## config.mk

```make
export PLATFORM = sky130hd
export DESIGN_NAME = irq_seq
export DESIGN_NICKNAME = d
export VERILOG_FILES = /design/src/rtl/irq_seq_pkg.sv /design/src/rtl/irq_pend.sv /design/src/rtl/irq_arb.sv /design/src/rtl/irq_sp.sv /design/src/rtl/irq_seq.sv
export SDC_FILE = /design/constraint.sdc
export NUM_CORES = 1
export LEC_CHECK = 0
export BUFFER_PORTS_ARGS = -buffer_cell sky130_fd_sc_hd__buf_2
export CORE_ASPECT_RATIO = 1.5
export CORE_MARGIN = 4
export CORE_UTILIZATION = 54
export DETAILED_ROUTE_END_ITERATION = 16
export GPL_TIMING_DRIVEN = 0
export HOLD_SLACK_MARGIN = 0.15
export PLACE_DENSITY = 0.8
export SLEW_MARGIN = 20
export SYNTH_ARGS = -nofsm -noshare
export SYNTH_HDL_FRONTEND = slang
export SYNTH_SLANG_ARGS = --single-unit
```

## constraint.sdc

```tcl
create_clock -name clk_i -period 3.1 [get_ports clk_i]
set_clock_uncertainty 0.15 [all_clocks]
set_input_delay 0.155 -clock clk_i [delete_from_list [all_inputs] [get_ports clk_i]]
set_output_delay 0.155 -clock clk_i [all_outputs]
set_load 0.005 [all_outputs]
```

## src/rtl/irq_seq_pkg.sv

```systemverilog
package irq_seq_pkg;

  localparam int AW = 16;
  localparam int DW = 8;

  localparam logic [AW-1:0] RST_VEC  = 16'hFFFE;
  localparam logic [AW-1:0] VEC_TOP  = 16'hFFFC;
  localparam logic [AW-1:0] SP_INIT  = 16'h00FF;
  localparam int            IMASK_BIT = 3;
  localparam int            FRAME     = 5;

  typedef enum logic [2:0] {
    ST_IDLE,
    ST_PUSH,
    ST_PULL,
    ST_VHI,
    ST_VLO
  } st_e;

endpackage

```

## src/rtl/irq_pend.sv

```systemverilog
module irq_pend #(
  parameter int N = 8
) (
  input  logic         clk_i,
  input  logic         rst_ni,
  input  logic         flush_i,
  input  logic [N-1:0] req_i,
  input  logic [N-1:0] clr_i,
  output logic [N-1:0] pend_o
);

  logic [N-1:0] pend_q;

  always_ff @(posedge clk_i or negedge rst_ni) begin
    if (!rst_ni)      pend_q <= '0;
    else if (flush_i) pend_q <= '0;
    else              pend_q <= (pend_q & ~clr_i) | req_i;
  end

  assign pend_o = pend_q;

endmodule

```

## src/rtl/irq_arb.sv

```systemverilog
module irq_arb #(
  parameter int N  = 8,
  parameter int IW = 3
) (
  input  logic [N-1:0]  pend_i,
  input  logic [N-1:0]  en_i,
  output logic          vld_o,
  output logic [N-1:0]  gnt_o,
  output logic [IW-1:0] idx_o
);

  logic [N-1:0] live;
  logic [N:0]   below;

  assign live     = pend_i & en_i;
  assign below[0] = 1'b0;

  // lowest index wins: a source is granted only when nothing below it is live
  for (genvar i = 0; i < N; i++) begin : g_chain
    assign below[i+1] = below[i] | live[i];
    assign gnt_o[i]   = live[i] & ~below[i];
  end

  assign vld_o = below[N];

  always_comb begin
    idx_o = '0;
    for (int i = 0; i < N; i++) begin
      if (gnt_o[i]) idx_o = idx_o | IW'(i);
    end
  end

endmodule

```

## src/rtl/irq_sp.sv

```systemverilog
module irq_sp
  import irq_seq_pkg::*;
(
  input  logic          clk_i,
  input  logic          rst_ni,
  input  logic          init_i,
  input  logic          push_i,
  input  logic          pull_i,
  output logic [AW-1:0] sp_o
);

  logic [AW-1:0] sp_q;

  always_ff @(posedge clk_i or negedge rst_ni) begin
    if (!rst_ni)     sp_q <= SP_INIT;
    else if (init_i) sp_q <= SP_INIT;
    else if (push_i) sp_q <= sp_q - AW'(1);
    else if (pull_i) sp_q <= sp_q + AW'(1);
  end

  assign sp_o = sp_q;

endmodule

```

## src/rtl/irq_seq.sv

```systemverilog
module irq_seq
  import irq_seq_pkg::*;
#(
  parameter int N_SRC = 8,
  parameter int N_RST = 4
) (
  input  logic              clk_i,
  input  logic              rst_ni,
  input  logic [N_RST-1:0]  rst_src_i,
  input  logic [N_SRC-1:0]  irq_req_i,
  input  logic [N_SRC-1:0]  irq_en_i,
  input  logic              imask_i,
  input  logic              rti_i,
  input  logic [15:0]       pc_i,
  input  logic [7:0]        x_i,
  input  logic [7:0]        a_i,
  input  logic [7:0]        ccr_i,
  output logic [15:0]       mem_addr_o,
  output logic [7:0]        mem_wdata_o,
  output logic              mem_rd_o,
  output logic              mem_wr_o,
  input  logic              mem_ack_i,
  input  logic [7:0]        mem_rdata_i,
  output logic [15:0]       sp_o,
  output logic [15:0]       pc_o,
  output logic              pc_load_o,
  output logic [7:0]        x_o,
  output logic              x_load_o,
  output logic [7:0]        a_o,
  output logic              a_load_o,
  output logic [7:0]        ccr_o,
  output logic              ccr_load_o,
  output logic [N_SRC-1:0]  irq_ack_o,
  output logic              busy_o
);

  localparam int IW = (N_SRC > 1) ? $clog2(N_SRC) : 1;
  localparam logic [2:0] LAST = 3'(FRAME - 1);

  st_e            state_q;
  logic [2:0]     idx_q;
  logic [AW-1:0]  vaddr_q;
  logic [DW-1:0]  hi_q;
  logic [15:0]    snap_pc_q;
  logic [7:0]     snap_x_q, snap_a_q, snap_ccr_q;
  logic [N_SRC-1:0] ack_q;

  logic           rst_any;
  logic [N_SRC-1:0] pend, gnt, clr;
  logic           arb_vld;
  logic [IW-1:0]  arb_idx;
  logic           take, push, pull, acc;
  logic [AW-1:0]  sp;
  logic [DW-1:0]  push_byte;
  logic [AW-1:0]  vec_addr;

  assign rst_any = |rst_src_i;

  irq_pend #(.N(N_SRC)) u_pend (
    .clk_i   (clk_i),
    .rst_ni  (rst_ni),
    .flush_i (rst_any),
    .req_i   (irq_req_i),
    .clr_i   (clr),
    .pend_o  (pend)
  );

  irq_arb #(.N(N_SRC), .IW(IW)) u_arb (
    .pend_i (pend),
    .en_i   (irq_en_i),
    .vld_o  (arb_vld),
    .gnt_o  (gnt),
    .idx_o  (arb_idx)
  );

  assign take = (state_q == ST_IDLE) && !rst_any && !rti_i && arb_vld && !imask_i;
  assign clr  = take ? gnt : '0;
  assign acc  = mem_ack_i && !rst_any;
  assign push = (state_q == ST_PUSH) && acc;
  assign pull = (state_q == ST_PULL) && acc;

  irq_sp u_sp (
    .clk_i  (clk_i),
    .rst_ni (rst_ni),
    .init_i (rst_any),
    .push_i (push),
    .pull_i (pull),
    .sp_o   (sp)
  );

  assign vec_addr = VEC_TOP - (AW'(arb_idx) << 1);

  always_comb begin
    unique case (idx_q)
      3'd0:    push_byte = snap_pc_q[7:0];
      3'd1:    push_byte = snap_pc_q[15:8];
      3'd2:    push_byte = snap_x_q;
      3'd3:    push_byte = snap_a_q;
      default: push_byte = snap_ccr_q;
    endcase
  end

  always_comb begin
    mem_rd_o    = 1'b0;
    mem_wr_o    = 1'b0;
    mem_addr_o  = '0;
    mem_wdata_o = '0;
    unique case (state_q)
      ST_PUSH: begin
        mem_wr_o    = 1'b1;
        mem_addr_o  = sp;
        mem_wdata_o = push_byte;
      end
      ST_PULL: begin
        mem_rd_o   = 1'b1;
        mem_addr_o = sp + AW'(1);
      end
      ST_VHI: begin
        mem_rd_o   = 1'b1;
        mem_addr_o = vaddr_q;
      end
      ST_VLO: begin
        mem_rd_o   = 1'b1;
        mem_addr_o = vaddr_q + AW'(1);
      end
      default: ;
    endcase
  end

  always_ff @(posedge clk_i or negedge rst_ni) begin
    if (!rst_ni) begin
      state_q    <= ST_VHI;
      vaddr_q    <= RST_VEC;
      idx_q      <= '0;
      hi_q       <= '0;
      snap_pc_q  <= '0;
      snap_x_q   <= '0;
      snap_a_q   <= '0;
      snap_ccr_q <= '0;
      ack_q      <= '0;
      pc_o       <= '0;
      pc_load_o  <= 1'b0;
      x_o        <= '0;
      x_load_o   <= 1'b0;
      a_o        <= '0;
      a_load_o   <= 1'b0;
      ccr_o      <= '0;
      ccr_load_o <= 1'b0;
    end else begin
      pc_load_o  <= 1'b0;
      x_load_o   <= 1'b0;
      a_load_o   <= 1'b0;
      ccr_load_o <= 1'b0;
      ack_q      <= '0;
      if (rst_any) begin
        state_q <= ST_VHI;
        vaddr_q <= RST_VEC;
        idx_q   <= '0;
      end else begin
        unique case (state_q)
          ST_IDLE: begin
            idx_q <= '0;
            if (rti_i) begin
              state_q <= ST_PULL;
            end else if (take) begin
              state_q    <= ST_PUSH;
              vaddr_q    <= vec_addr;
              ack_q      <= gnt;
              snap_pc_q  <= pc_i;
              snap_x_q   <= x_i;
              snap_a_q   <= a_i;
              snap_ccr_q <= ccr_i;
            end
          end
          ST_PUSH: if (mem_ack_i) begin
            idx_q <= idx_q + 3'd1;
            if (idx_q == LAST) begin
              idx_q      <= '0;
              state_q    <= ST_VHI;
              ccr_o      <= snap_ccr_q | 8'(1 << IMASK_BIT);
              ccr_load_o <= 1'b1;
            end
          end
          ST_PULL: if (mem_ack_i) begin
            idx_q <= idx_q + 3'd1;
            unique case (idx_q)
              3'd0: begin ccr_o <= mem_rdata_i; ccr_load_o <= 1'b1; end
              3'd1: begin a_o   <= mem_rdata_i; a_load_o   <= 1'b1; end
              3'd2: begin x_o   <= mem_rdata_i; x_load_o   <= 1'b1; end
              3'd3: hi_q <= mem_rdata_i;
              default: begin
                pc_o      <= {hi_q, mem_rdata_i};
                pc_load_o <= 1'b1;
                idx_q     <= '0;
                state_q   <= ST_IDLE;
              end
            endcase
          end
          ST_VHI: if (mem_ack_i) begin
            hi_q    <= mem_rdata_i;
            state_q <= ST_VLO;
          end
          ST_VLO: if (mem_ack_i) begin
            pc_o      <= {hi_q, mem_rdata_i};
            pc_load_o <= 1'b1;
            state_q   <= ST_IDLE;
          end
          default: state_q <= ST_IDLE;
        endcase
      end
    end
  end

  assign sp_o      = sp;
  assign irq_ack_o = ack_q;
  assign busy_o    = (state_q != ST_IDLE);

endmodule

```

Yosys cells after proc, flatten, opt, wreduce, memory -nomap -nowiden

Index checks and enable logic that the tools add are counted.

$add $sub $neg: 5
Equality and inequality tests: 24
Mux-type cells: 72
Bitwise logic cells: 27
Reduce and logical (&&, ||, !) cells: 32

Operator list:

| operator                                              | number |
|---|---|
| 2-to-1 mux 16 bit                                     | 10 |
| 2-to-1 mux 8 bit                                      | 13 |
| case mux 16 bit (4 select lines)                      | 1 |
| 2-to-1 mux 3 bit                                      | 18 |
| adder 16 x 1 -> 16 bit, second input constant         | 2 |
| case mux 16 bit (2 select lines)                      | 1 |
| case mux 8 bit (2 select lines)                       | 2 |
| case mux 8 bit (4 select lines)                       | 1 |
| 2-to-1 mux 1 bit                                      | 20 |
| bitwise AND 8 bit                                     | 2 |
| subtractor 16 x 1 -> 16 bit, second input constant    | 1 |
| inequality test 3 bit, second input constant          | 5 |
| case mux 3 bit (5 select lines)                       | 1 |
| equality test 3 x 2 -> 1 bit, second input constant   | 4 |
| AND reduction 4 bit                                   | 3 |
| inequality test 2 bit, second input constant          | 5 |
| AND reduction 5 bit                                   | 2 |
| nonzero test 2 bit                                    | 5 |
| NOT 1 bit                                             | 9 |
| case mux 3 bit (3 select lines)                       | 1 |
| inequality test 2 x 1 -> 1 bit, second input constant | 4 |
| NOT 8 bit                                             | 1 |
| OR 8 bit                                              | 1 |
| OR reduction 4 bit                                    | 2 |
| 19 further kinds                                      | 46 |

Bits in registers: 146
Output and inout bits: 95
Word-level logic and storage cells: 179

Logic depth before layout (Yosys ltp)

Gate-level depths: netlist of run 1.

Depth after elaboration: 15
Depth in mapped cells: 9

By module

A second synthesis of run 1 with hierarchy kept.

Cells, all modules: 715
Area total of the unflattened synthesis: 7,566.0 um^2

By module, submodules not included:

| module   | instances | cells an instance | area an instance (um^2) | seq. area each (um^2) |
|---|---|---|---|---|
| irq_seq  | 1         | 481               | 5,596.6                 | 2,760.1 |
| irq_sp   | 1         | 170               | 1,390.1                 | 410.4 |
| irq_pend | 1         | 33                | 421.7                   | 200.2 |
| irq_arb  | 1         | 31                | 157.7                   | 0.0 |

Worst setup path before layout of run 1

No wires, ideal clock.

Path kind: register -> register
Start point: register state_q[0]
End point: register snap_a_q[0]
Data arrival time: 2.248 ns
Slack: 0.576 ns
Stages on the path, launching flop included: 9
Period minus slack after synthesis: 2.524 ns
Cell sequence: dfstp_2 buf_2 or3_1 or4_4 buf_6 o21bai_1 buf_6 buf_6 mux2_4

Cells in the longest elaborated chain, start to end: 6

Ends and longest elaborated chain:

| what                                     | line                          | source |
|---|---|---|
| from (decl)                              | irq_seq.sv:40                 | `st_e state_q;` |
| from (signal assigned)                   | irq_seq.sv:132                | `state_q <= ST_VHI;` |
| from (signal assigned)                   | irq_seq.sv:156                | `state_q <= ST_VHI;` |
| from (signal assigned)                   | irq_seq.sv:164                | `state_q <= ST_PULL;` |
| logical NOT 3 bit (*)                    | irq_seq.sv:76, irq_seq.sv:160 |  |
| logical AND 1 bit (4 in a row)           | irq_seq.sv:76                 | `assign take = (state_q == ST_IDLE) && !rst_any && !rti_i && arb_vld && !imask_i;` |
| AND reduction 4 bit (no source line) (*) | --                            |  |
| to (signal assigned)                     | irq_seq.sv:171                | `snap_a_q <= a_i;` |
| to (decl)                                | irq_seq.sv:45                 | `logic [7:0] snap_x_q, snap_a_q, snap_ccr_q;` |

Mark *: on every way between the ends. The rest lies on a longest branch, timed or not.
A chain may end at the register's enable or synchronous reset.

Worst setup path in the final report of run 1

Start point: input port rst_src_i[1]
End point: register ack_q[5], in the netlist irq_ack_o[5]

Cells in the longest elaborated chain, start to end: 10

Ends and longest elaborated chain:

| what                           | line           | source |
|---|---|---|
| from (decl)                    | irq_seq.sv:9   | `input logic [N_RST-1:0] rst_src_i,` |
| OR reduction 4 bit (*)         | irq_seq.sv:57  | `assign rst_any = \|rst_src_i;` |
| logical NOT 1 bit              | irq_seq.sv:76  |  |
| logical AND 1 bit (4 in a row) | irq_seq.sv:76  |  |
| 2-to-1 mux 8 bit               | irq_seq.sv:165 | `end else if (take) begin` |
| 2-to-1 mux 8 bit               | irq_seq.sv:163 | `if (rti_i) begin` |
| 2-to-1 mux 8 bit               | irq_seq.sv:160 | `unique case (state_q)` |
| 2-to-1 mux 8 bit (*)           | irq_seq.sv:155 | `if (rst_any) begin` |
| to (signal assigned)           | irq_seq.sv:168 | `ack_q <= gnt;` |
| to (decl)                      | irq_seq.sv:46  | `logic [N_SRC-1:0] ack_q;` |

Marked as above.

==> impl.org, run 1 <==
** Status
- Result of the run :: completed

** Setup path
- The most critical setup path has its endpoint at irq_ack_o[5].
- Dominant delay contributor by cell family on the critical path :: buffers and inverters
- Data required, critical path :: 3.30 ns
- The endpoint identified for the worst register-to-register timing path is irq_ack_o[5].
- Reg2reg setup slack :: 0.08 ns
- Peak fanout along the critical path :: 10
- Traced cell by cell, the critical path runs through dlygate4sd3_1 > buf_2 > or4_4 > buf_6 > or4_4 > buf_6 > o21bai_1 > buf_6 > nor3_2 > dlygate4sd3_1.
- Crit path arrival time :: 3.24 ns
- Together, buffers and inverters on the worst path number 6.
- The critical path starts at rst_src_i[1].
- RR Startpoint :: state_q[0]
- The critical path crosses 10 cells after its start point.
- Master of the slowest instance on the critical path :: dlygate4sd3_1
- Most used cell along the critical path :: buf_6
- CP Capture Type :: flip-flop
- In this design, the stage delay of the slowest critical-path cell is 0.61 ns.
- Number of cells traversed by the worst register-to-register path :: 8
- The critical path in this run is classified as primary input to flip-flop.
- STA classifies the critical path startpoint as a primary input.

** Worst hold path
- Hold depth :: 4
- Classification of the worst-slack hold path :: primary input to flip-flop

** Global route
- Entering global routing, the biggest net connects 94 pins.
- Global-route congestion overflow total :: 0
- The first global-routing pass estimated 36.36 mm of wire.
- Number of global-route vias before repair :: 6789
- Antenna violations before repair :: 0
- For this run, the total global-route usage over all layers was measured as 0.3163.

** Timing
- RSZ-0062 raised after global routing :: false
- Setup violations remaining at the end of the flow were counted as 0.
- Of the available clock period, the critical path in the final layout requires 0.9782.
- At the pin with the least slew margin, the transition time is 0.9445 ns.
- Final worst path period need :: 3.033 ns
- Static timing analysis puts the maximum clock frequency at 329.8 MHz.
- Post-route setup TNS :: 0 ns
- Max-slew headroom :: 0.3697
- The number of slew-limit violations in the final report is 0.
- Fin worst setup slack :: 0.06744 ns
- The final-report hold violation count is 0.

** Placement
- Final RePlAce weighted congestion :: 0.9242
- After detailed placement, the total cell area comes to 8073 um2.
- Prior to clock tree synthesis, the placed netlist has a worst setup slack of 0.02141 ns.
- Once detailed placement completed, the half-perimeter wirelength came to 14.75 mm.
- Count of input and output buffers :: 167

** Detailed routing
- For this run, the detailed router's first-pass iteration total came to 8.
- Detailed-route vias per instance :: 6.067
- Final routed DRC violation total :: 0
- Number of vias after detailed routing :: 6492
- Total wire length :: 23.47 mm
- The detail route stage leaves a number of antenna-violating nets equal to 0.
- Number of DRC violations after detailed-routing iteration 0 :: 555
- After detailed routing, the average wire length per cell comes to 21.93 um.

** Floorplanning
- Starting density of the core :: 0.5561
- Die ar. :: 14870 um2
- The floorplan step defined a core boundary enclosing 12570 um2.
- The floorplan has 50 rows.
- Vertical extent of the die :: 147.4 um
- Boundary pin count :: 168
- Chip Width :: 100.9 um

** Clocking
- TritonCTS built the clock tree.
- Counting the buffers created by CTS gives 17.
- After clock tree synthesis, the clock-pin slew on the worst setup and hold paths is 0.06 ns.
- The root buffer cell chosen for the clock tree is clkbuf_16.
- CTS H-Tree Depth :: 4
- The longest clock path from root to sink contains 2 buffers.
- TritonCTS Sinks :: 134
- At the later pin of the worst-skew pair, clock insertion delay measures 0.43 ns.

** Cells and area
- Of the cells placed in the final design, the portion with a size suffix greater than 1 is 0.3621.
- Final nets :: 982
- Diode insertion count for antenna repair :: 0
- Finished Cell Area :: 9482 um2
- Number of filler instances in the final layout :: 830
- Compared with the post-synthesis result, the final layout area differs by 35.59%.
- Util after Layout :: 0.7540

** Yosys
- In the synthesized netlist the async set-or-reset flop fraction comes to 1.000.
- The Yosys step of the flow raised 0 warnings.
- A synthesized cell averages 10.91 um2.
- The synthesized design spends more area on one cell type than any other, namely dfrtp_1.
- Largest cells by area after synthesis :: dfrtp_1, mux2_4, mux2_2, dfstp_2, o21ai_0
- Number of enable flip-flop cells after synthesis :: 0
- Fraction of the yosys area taken by sequential cells :: 0.4820
- The cell count after synthesis came out at 641.
- The most used flip-flop cell after synthesis is dfrtp_1.
- Area share of the largest cell type after synthesis :: 0.4294
- Yosys instantiated no cell more often than dfrtp_1.
- The number of nets handed over by synthesis was 722.
- After synthesis, the netlist uses 65 different library cells.
- In this run the cell area of the synthesized design comes to 6993 um2.
- Synthesis inferred 134 register bits.
- Top cells by count, synth :: dfrtp_1, nand2_1, o21ai_0, mux2_2, mux2_4

** Power and ir drop
- In this run the power density over the cells is 438.6 nW/um2.
- Worst IR drop on VDD :: 0.4014 mV
- Leak :: 4.649 nW
- After layout, the design draws a total of 4.159 mW.

** Run
- Max-cap violations in this run came to 0.
==> through the flow <==
step / hold WS (ns) / instances
after global placement: 0.2098 / 964
after CTS: 0.1512 / 1075
after global routing: 0.1941 / 1070
after detailed placement: -0.08144 / 965
final: 0.1757 / 1070
after floorplan: -0.2906 / 641
==> tightest hold or removal path, cell delays in order <==
cell and delay, ns:
buf_2 0.10, nor4_2 0.09, nand3_1 0.20, o221ai_1 0.13
==> registers in the layout, summed over array words and instances (netlist names), 8 cells and up <==
name / flops
x_o: 8
snap_x_q: 8
irq_ack_o: 8
snap_pc_q: 16
a_o: 8
ccr_o: 8
u_pend.pend_o: 8
snap_ccr_q: 8
pc_o: 16
snap_a_q: 8
hi_q: 8
u_sp.sp_o: 16
==> placed cells by master (no fill, tap or decap), types with 4 or more instances in the layout <==
| cell type | Yosys | layout |
|---|---|---|
| nand4_1 | 7 | 7 |
| dlygate4sd3_1 | 0 | 76 |
| o221ai_1 | 11 | 11 |
| a31oi_1 | 13 | 13 |
| clkbuf_2 | 0 | 4 |
| mux2_2 | 44 | 44 |
| buf_2 | 3 | 170 |
| inv_8 | 0 | 5 |
| buf_1 | 6 | 4 |
| dfstp_2 | 14 | 14 |
| ha_1 | 8 | 7 |
| nor3_1 | 13 | 12 |
| xor2_1 | 5 | 5 |
| nand3_1 | 20 | 19 |
| a21oi_1 | 21 | 21 |
| nand2_1 | 54 | 54 |
| buf_6 | 8 | 8 |
| inv_1 | 19 | 18 |
| o22ai_1 | 5 | 5 |
| nor2_1 | 32 | 32 |
| mux2_4 | 37 | 37 |
| clkbuf_16 | 0 | 17 |
| o211ai_1 | 6 | 6 |
| clkbuf_1 | 31 | 23 |
| a22oi_1 | 17 | 17 |
| xnor2_1 | 18 | 18 |
| dfrtp_1 | 120 | 120 |
| a221oi_1 | 4 | 4 |
| o21ai_0 | 50 | 50 |
| inv_6 | 0 | 6 |
| mux2i_1 | 16 | 16 |
==> worst min path at each step <==
| stage | start | end |
|---|---|---|
| 2_1_floorplan | rst_ni | a_load_o |
| 3_3_place_gp | irq_req_i[5] | u_pend.pend_o[5] |
| 3_5_place_dp | rst_ni | irq_ack_o[1] |
| 4_1_cts | rst_src_i[0] | u_sp.sp_o[14] |
| 5_1_grt | rst_src_i[0] | u_sp.sp_o[14] |
| 6_report | rst_src_i[0] | u_sp.sp_o[14] |
==> what timing repair did <==
| item | in CTS | in global routing |
|---|---|---|
| pin swaps | 1 | 0 |
| gates resized for setup | 5 | 10 |
| endpoints found under the setup margin | 21 | 24 |
| setup buffers | 1 | 0 |
| hold buffers | 78 | 0 |
| endpoints found under the hold margin | 226 | 0 |
==> cell type report <==
type | instances | area, um2 | area share
well taps | 156 | 195.2 | 0.02059
plain buffers | 43 | 231.5 | 0.02441
clock inverters | 15 | 171.4 | 0.01808
clock buffers | 17 | 425.4 | 0.04487
multi-input cells | 440 | 3354 | 0.3538
inverters | 19 | 71.32 | 0.007522
repair buffers | 246 | 1662 | 0.1752
flip-flops and latches | 134 | 3371 | 0.3555
==> report_power, final <==
group	total, mW	internal (mW)	switching [mW]
Sequential	1.79	1.78	0.0142
Combinational	0.277	0.145	0.132
Clock	2.09	1.16	0.935
==> layer usage <==
layer  vias to the layer above  wire, um  GRT usage
met5                         -         0          0
met3                        86      1503    0.05194
met2                       335     12250     0.5488
met1                      3196      8588     0.3721
li1                       2875         -          -
met4                         0      1121     0.1603
==> logic make-up (layout without fill, tap and decap cells) <==
| family | count (synthesis) | after routing | synth area share |
|---|---|---|---|
| simple gates | 160 | 160 | 0.1152 |
| compound gates | 152 | 152 | 0.1414 |
| flops | 134 | 134 | 0.4820 |
| mux | 97 | 97 | 0.1732 |
| buf+inv | 67 | 340 | 0.04509 |
| xor+xnor | 23 | 23 | 0.02881 |
| fa+ha+maj | 8 | 8 | 0.01431 |
No activity file was read; power rests on OpenSTA's default activity.
==> run 2, diff against run 1 <==
- CELL_PAD_IN_SITES_DETAIL_PLACEMENT: unset -> 0
- CELL_PAD_IN_SITES_GLOBAL_PLACEMENT: unset -> 1
- CORE_UTILIZATION: 54 -> 42
- PLACE_DENSITY: 0.8 -> unset
- PLACE_DENSITY_LB_ADDON: unset -> 0.1
==> impl.org, run 2 (same netlist as run 1, synthesis figures left out) <==
** Status
- Result of the run :: completed (unchanged)

** Power and ir drop
- Leak :: 4.637 nW (was 4.649 nW)
- Switching power as a share of total power :: 0.2318 (was 0.2601)
- The switching power of the nets was 0.9240 mW (was 1.082 mW).
- The maximum resistive drop on vdd is 0.2819 mV (was 0.4014 mV).
- The fraction of power consumed by the clock network was 0.482 (was 0.503).
- The power density over cell area came to 420.1 nW/um2 (was 438.6 nW/um2).
- The part of the total power dissipated in sequential elements came to 0.450 (was 0.431).
- Internal power :: 3.062 mW (was 3.077 mW)
- Combinational power share :: 0.068 (was 0.067)

** Floorplanning
- The area enclosed by the die boundary was 18820 um2 (was 14870 um2).
- The effective utilization at floorplan is 0.4301 (was 0.5561).
- The number of placement rows was 57 (was 50).
- The vertical die dimension was 166.0 um (was 147.4 um).
- Chip Width :: 113.4 um (was 100.9 um)
- The core region area was 16260 um2 (was 12570 um2).
- The top-level port count is 168 (unchanged).

** Cells and area
- Most frequent standard cell in the layout excluding fill and tap cells :: buf_2 (unchanged)
- The share of final-layout standard cells stronger than drive strength 1 was 0.3604 (was 0.3621).
- Area delta synth->final :: 35.68% (was 35.59%)
- The final layout net count is 982 (unchanged).
- The number of filler instances in the final layout came to 1450 (was 830).
- Most used cells in the layout excluding fill and tap cells :: buf_2, dfrtp_1, dlygate4sd3_1 (unchanged)
- The diode insertion count for antenna repair is 0 (unchanged).
- Finished Cell Area :: 9488 um2 (was 9482 um2)

** Setup path
- Most used cell along the critical path :: nand3_1 (was buf_6)
- Peak fanout along the critical path :: 8 (was 10)
- Crit path arrival time :: 2.70 ns (was 3.24 ns)
- The data required time at the worst endpoint is 2.79 ns (was 3.30 ns).
- The count of buffer and inverter cells on the critical path is 2 (was 6).
- RR Startpoint :: state_q[1] (was state_q[0])
- Cell breakdown of the critical path :: clkbuf_1 > nand3_1 > nor2_1 > nand3_1 > xor2_1 > o221ai_1 > buf_2 (was dlygate4sd3_1 > buf_2 > or4_4 > buf_6 > or4_4 > buf_6 > o21bai_1 > buf_6 > nor3_2 > dlygate4sd3_1)
- The critical path's slowest cell is dfstp_2 (was dlygate4sd3_1).
- WS Path Type :: flip-flop to output pin (was primary input to flip-flop)
- Reg2reg setup slack :: 0.17 ns (was 0.08 ns)
- The critical path's top delay family was simple AND/OR/NAND/NOR gates (was buffers and inverters).
- The number of cell instances on the worst register-to-register path is 7 (was 8).
- The delay of the slowest critical-path stage was 0.55 ns (was 0.61 ns).
- The category of the worst setup path capture point is an output pin (was flip-flop).
- Critical path launch point type :: flip-flop (was primary input)
- Reg2reg end :: pc_o[7] (was irq_ack_o[5])

** Placement
- Count of input and output buffers :: 167 (unchanged)
- The cell area reported after detailed placement came to 8129 um2 (was 8073 um2).
- Detailed placer's ending HPWL :: 15.50 mm (was 14.75 mm)
- The minimum setup slack after placement came to -0.1953 ns (was 0.02141 ns).
- Final RePlAce weighted congestion :: 0.8773 (was 0.9242)

** Clocking
- The H-tree level count is 4 (unchanged).
- The CTS buffer count came to 17 (unchanged).
- TritonCTS Sinks :: 134 (unchanged)
- The source-to-sink clock delay at the later pin of the worst-skew pair came to 0.42 ns (was 0.43 ns).
- The CTS tree was built (unchanged).
- Clock-pin slew on the worst setup and hold paths :: 0.06 ns (about the same)
- The clock tree root driver cell is clkbuf_16 (unchanged).
- Clk buf depth :: 2 (unchanged)

** Detailed routing
- The post-detailed-route count of antenna-violating nets was 0 (unchanged).
- The aggregate routed wire length came to 22.33 mm (was 23.47 mm).
- Number of vias after detailed routing :: 6180 (was 6492)
- The number of iterations in the first detailed-routing pass was 5 (was 8).
- The DRC violation count after routing was 0 (unchanged).
- The number of violations reported at the end of detailed-routing iteration 0 came to 473 (was 555).
- The detailed-route wire length per cell came to 19.95 um (was 21.93 um).
- Detailed-route vias per instance :: 5.523 (was 6.067)

** Global route
- The maximum number of pins on one net before global-route repair is 99 (was 94).
- The remaining global-route overflow was 0 (unchanged).
- Number of global-route vias before repair :: 6452 (was 6789)
- The initial antenna violation count was 0 (unchanged).
- Global Route Usage Sum :: 0.2398 (was 0.3163)
- First-pass GRT wire length :: 35.47 mm (was 36.36 mm)

** Worst hold path
- Hold depth :: 4 (unchanged)
- The type of the worst min-delay path is primary input to flip-flop (unchanged).
- Worst Hold Path EP :: u_sp.sp_o[14] (unchanged)
- The hold path startpoint was rst_src_i[2] (was rst_src_i[0]).

** Timing
- The normalized max-slew margin came to 0.3741 (was 0.3697).
- Slew Viols, Final :: 0 (unchanged)
- The minimum period implied by the final worst setup slack was 3.006 ns (was 3.033 ns).
- Highest clock frequency the design can meet :: 332.7 MHz (was 329.8 MHz)
- Slew at the pin with the worst max-slew slack :: 0.9379 ns (was 0.9445 ns)
- Total count of hold-check failures in the final report :: 0 (unchanged)
- Setup-violating endpoint count in the final report :: 0 (unchanged)
- Hold Slack :: 0.1267 ns (was 0.1757 ns)
- The sum of negative setup slack is 0 ns (unchanged).
- RSZ-0062 raised after global routing :: true (was false)
- Fin worst setup slack :: 0.09395 ns (was 0.06744 ns)
- Share of the clock period used by the worst path :: 0.9697 (was 0.9782)

** Run
- Number of maximum-capacitance violations :: 0 (unchanged)
## run 2: changes by cell type in the layout (fill, tap and decap cells not counted), moves of 2 or more
| cell | previous run | this run |
|---|---|---|
| clkbuf_8 | 0 | 2 |
| inv_6 | 6 | 2 |
| clkinv_2 | 0 | 4 |
| inv_8 | 5 | 0 |
## run 2: timing repair
item / 4_1_cts / 5_1_grt
pin swaps: 0 / 1
hold endpoints to repair: 229 / 0
setup buffers: 0 / 2
resized for setup: 6 / 10
hold buffers: 76 / 0
endpoints found under the setup margin: 27 / 24
## run 2: layout make-up
cell class / instances / area, um2 / share of cell area
Sequential cell: 134 / 3371 / 0.3553
Clock buffer: 20 / 456.7 / 0.04813
Buffer: 43 / 231.5 / 0.02440
Timing Repair Buffer: 246 / 1659 / 0.1749
Clock inverter: 11 / 100.1 / 0.01055
Multi-Input combinational cell: 440 / 3341 / 0.3521
Tap cell: 206 / 257.7 / 0.02717
Inverter: 19 / 71.32 / 0.007517
## run 2: per-stage QoR
| stage | utilization | std cells | power [mW] |
|---|---|---|---|
| after floorplan | - | 641 | 1.888 |
| after global placement | 0.4973 | 1014 | 2.009 |
| after detailed placement | 0.4999 | 1015 | 2.022 |
| after CTS | 0.5816 | 1119 | 4.030 |
| after global routing | 0.5835 | 1119 | 4.132 |
| final | 0.5835 | 1119 | 3.986 |
## run 2: worst max path at each step
stage | depth (start not counted) | startpoint | endpoint | slack (ns)
after global placement | 7 | idx_q[2] | hi_q[7] | -0.20
after CTS | 7 | u_sp.sp_o[6] | mem_addr_o[13] | 0.04
final | 7 | u_sp.sp_o[0] | mem_addr_o[15] | 0.09
after detailed placement | 7 | idx_q[2] | hi_q[7] | -0.20
after floorplan | 8 | state_q[0] | snap_a_q[0] | 0.58
after global routing | 7 | u_sp.sp_o[4] | mem_addr_o[13] | -0.07
## run 2: per-layer routing
layer	track usage	wire length [um]	up-vias
met5	0	0	-
met4	0.09833	693	0
met3	0.04448	1146	41
met2	0.4154	11520	205
met1	0.2905	8972	3071
li1	-	-	2863
## run 2: worst register-to-register path, stage by stage, from the launching register on
cell and delay (ns):
dfstp_2 0.55, clkbuf_1 0.35, inv_1 0.19, nor2_1 0.25
nand2_1 0.10, a21oi_2 0.47, buf_2 0.37, mux2_2 0.38
## run 2: power groups by stage
stage          registers [mW]  clock network, mW  logic (mW)
6_report                 1.79               1.92       0.270
3_3_place_gp             1.82                  0       0.188
2_1_floorplan            1.82                  0      0.0692
5_1_grt                  1.80               2.04       0.299
4_1_cts                  1.79               1.97       0.271
3_5_place_dp             1.82                  0       0.198
==> run 3, diff against run 2 <==
- CTS_BUF_LIST: unset -> sky130_fd_sc_hd__clkbuf_16
==> impl.org, run 3 (same netlist as run 1, synthesis figures left out) <==
** Global route
- Antenna violations before repair :: 0 (unchanged)
- The number of global-route vias before repair is 6452 (unchanged).
- The maximum number of pins on one net before global-route repair is 99 (unchanged).
- First-pass GRT wire length :: 35.47 mm (about the same)
- The remaining global-route overflow came to 0 (unchanged).
- The overall track demand over capacity in global routing came to 0.2402 (was 0.2398).

** Cells and area
- Most used cells in the layout excluding fill and tap cells: buf_2, dfrtp_1, dlygate4sd3_1 (unchanged).
- Layout cell share with drive strength beyond 1 :: 0.3582 (was 0.3604)
- The most common library cell in the layout ignoring fill and taps is buf_2 (unchanged).
- Sequential standard cell area :: 3371 um2 (unchanged)
- Number of filler instances in the final layout :: 1452 (was 1450)
- Diode insertion count for antenna repair :: 0 (unchanged)
- The growth of design area from synthesis to finish is 35.39% (was 35.68%).
- Finished Cell Area :: 9468 um2 (was 9488 um2)
- Area occupied by multi-input gates :: 3341 um2 (unchanged)
- Final nets :: 982 (unchanged)

** Power and ir drop
- The static leakage is 4.630 nW (was 4.637 nW).
- The power density over cell area is 415.4 nW/um2 (was 420.1 nW/um2).
- The maximum resistive drop on vdd was 0.2797 mV (was 0.2819 mV).
- The switching part of the total power was 0.2350 (was 0.2318).
- The part of the total power dissipated in sequential elements was 0.456 (was 0.450).
- The switching power of the nets came to 0.9243 mW (was 0.9240 mW).
- The fraction of power consumed by the clock network is 0.475 (was 0.482).
- The overall power consumption is 3.933 mW (was 3.986 mW).
- Internal power :: 3.009 mW (was 3.062 mW)
- The combinational group share of total power is 0.069 (was 0.068).

** Setup path
- The data arrival time of the worst path is 2.73 ns (was 2.70 ns).
- RR Startpoint :: state_q[1] (unchanged)
- The data required time at the worst endpoint is 2.79 ns (about the same).
- CP Capture Type :: output pin (unchanged)
- Reg2reg setup slack :: 0.18 ns (was 0.17 ns)
- The critical path startpoint category was a flip-flop (unchanged).
- Reg2reg end :: pc_o[7] (unchanged)
- The category of the critical setup timing path was flip-flop to output pin (unchanged).
- The number of cell instances on the worst register-to-register path came to 7 (unchanged).
- The maximum fanout count along the critical path was 8 (unchanged).

** Floorplanning
- Vertical extent of the die :: 166.0 um (unchanged)
- The effective utilization at floorplan was 0.4301 (unchanged).
- Chip Width :: 113.4 um (unchanged)
- Number of cell rows :: 57 (unchanged)
- The top-level port count is 168 (unchanged).
- Die ar. :: 18820 um2 (unchanged)
- Core area :: 16260 um2 (unchanged)

** Timing
- The number of slew-limit violations in the final report came to 0 (unchanged).
- The normalized max-slew margin came to 0.3651 (was 0.3741).
- Hold Slack :: 0.1330 ns (was 0.1267 ns)
- The setup-violating endpoint count in the final report is 0 (unchanged).
- Highest clock frequency the design can meet :: 329.6 MHz (was 332.7 MHz)
- RSZ-0062 raised after global routing: true (unchanged).
- The slew at the pin closest to its max-slew limit was 0.9513 ns (was 0.9379 ns).
- Post-route setup TNS :: 0 ns (unchanged)
- Total count of hold-check failures in the final report :: 0 (unchanged)
- The minimum period implied by the final worst setup slack came to 3.034 ns (was 3.006 ns).
- The share of the clock period used by the worst path was 0.9788 (was 0.9697).

** Worst hold path
- Worst Hold Path EP :: u_sp.sp_o[14] (unchanged)
- HP Start :: rst_src_i[2] (unchanged)
- The type of the worst min-delay path is primary input to flip-flop (unchanged).
- The number of instances on the worst hold path is 4 (unchanged).

** Clocking
- Clock-pin slew on the worst setup and hold paths :: 0.06 ns (about the same)
- The H-tree level count was 4 (unchanged).
- The CTS tree is built (unchanged).
- Clk buf depth :: 2 (unchanged)
- Clk Tree Root Cell :: clkbuf_16 (unchanged)
- The CTS buffer count came to 17 (unchanged).
- Skew-Pair Late Insertion Delay :: 0.43 ns (was 0.42 ns)
- TritonCTS Sinks :: 134 (unchanged)

** Detailed routing
- Routed metal-1 wirelength :: 8.916 mm (was 8.972 mm)
- Number of vias after detailed routing :: 6238 (was 6180)
- Metal3 WL :: 1.101 mm (was 1.146 mm)
- Router iterations before antenna repair :: 6 (was 5)
- The aggregate routed wire length is 22.32 mm (was 22.33 mm).
- Number of DRC violations after detailed-routing iteration 0 :: 406 (was 473)
- The detailed route wirelength on metal2 is 11.56 mm (was 11.52 mm).
- The post-detailed-route count of antenna-violating nets is 0 (unchanged).
- WL/cell :: 19.95 um (about the same)
- Detailed-route vias per instance :: 5.575 (was 5.523)
- Final routed DRC violation total :: 0 (unchanged)
- Highest routed layer :: met4 (unchanged)

** Status
- Result of the run: completed (unchanged).

** Run
- The max-cap violation count is 0 (unchanged).

** Placement
- The count of input and output buffers came to 167 (unchanged).
- The final RePlAce weighted congestion came to 0.8773 (unchanged).
- Detailed placer's ending HPWL :: 15.50 mm (unchanged)
- Placed inst area :: 8129 um2 (unchanged)
-- run 3: changes by cell type in the layout (fill, tap and decap cells not counted) --
cell and delta:
clkbuf_8 -2, inv_1 +1, clkinv_1 +2, clkbuf_1 -1
-- run 3: worst max path at each step --
stage,from,endpoint,cells after the start
2_1_floorplan,state_q[0],snap_a_q[0],8
3_3_place_gp,idx_q[2],hi_q[7],7
3_5_place_dp,idx_q[2],hi_q[7],7
4_1_cts,u_sp.sp_o[6],mem_addr_o[13],7
5_1_grt,u_sp.sp_o[4],mem_addr_o[13],7
6_report,u_sp.sp_o[0],mem_addr_o[15],7
-- run 3: power by group through the flow --
stage | combinational (mW) | clock [mW] | sequential (mW)
after CTS | 0.271 | 1.91 | 1.79
after floorplan | 0.0692 | 0 | 1.82
final | 0.270 | 1.87 | 1.79
after global routing | 0.299 | 1.98 | 1.80
after global placement | 0.188 | 0 | 1.82
after detailed placement | 0.198 | 0 | 1.82
-- run 3: critical path: stages (launching register included) --
cell,delay (ns)
dfstp_2,0.55
clkbuf_1,0.32
nand3_1,0.31
nor2_1,0.40
nand3_1,0.23
xor2_1,0.19
o221ai_1,0.17
buf_2,0.15
-- run 3: per-stage QoR --
step	setup WS (ns)	utilization	instances
2_1_floorplan	0.5765	-	641
3_3_place_gp	-0.1966	0.4973	1014
3_5_place_dp	-0.1953	0.4999	1015
4_1_cts	0.03501	0.5804	1119
5_1_grt	-0.07600	0.5823	1119
6_report	0.06581	0.5823	1119
-- run 3: metal layers --
layer	track usage	up-vias
li1	-	2863
met1	0.2903	3104
met2	0.4154	220
met3	0.04557	51
met4	0.09990	0
met5	0	-
-- run 3: area by class of cell --
type | count | area share
clock buffer | 17 | 0.04493
multi-input combinational | 440 | 0.3528
timing repair buffer | 246 | 0.1752
clock inverter | 14 | 0.01176
sequential | 134 | 0.3560
buffer | 43 | 0.02445
tap | 206 | 0.02722
inverter | 19 | 0.007533
-- run 3: timing repair --
item                                   4_1_cts  5_1_grt
pin swaps                                    0        1
endpoints found under the hold margin      229        0
setup buffers                                0        2
hold buffers                                76        0
resized for setup                            6       10
setup endpoints to repair                   27       24
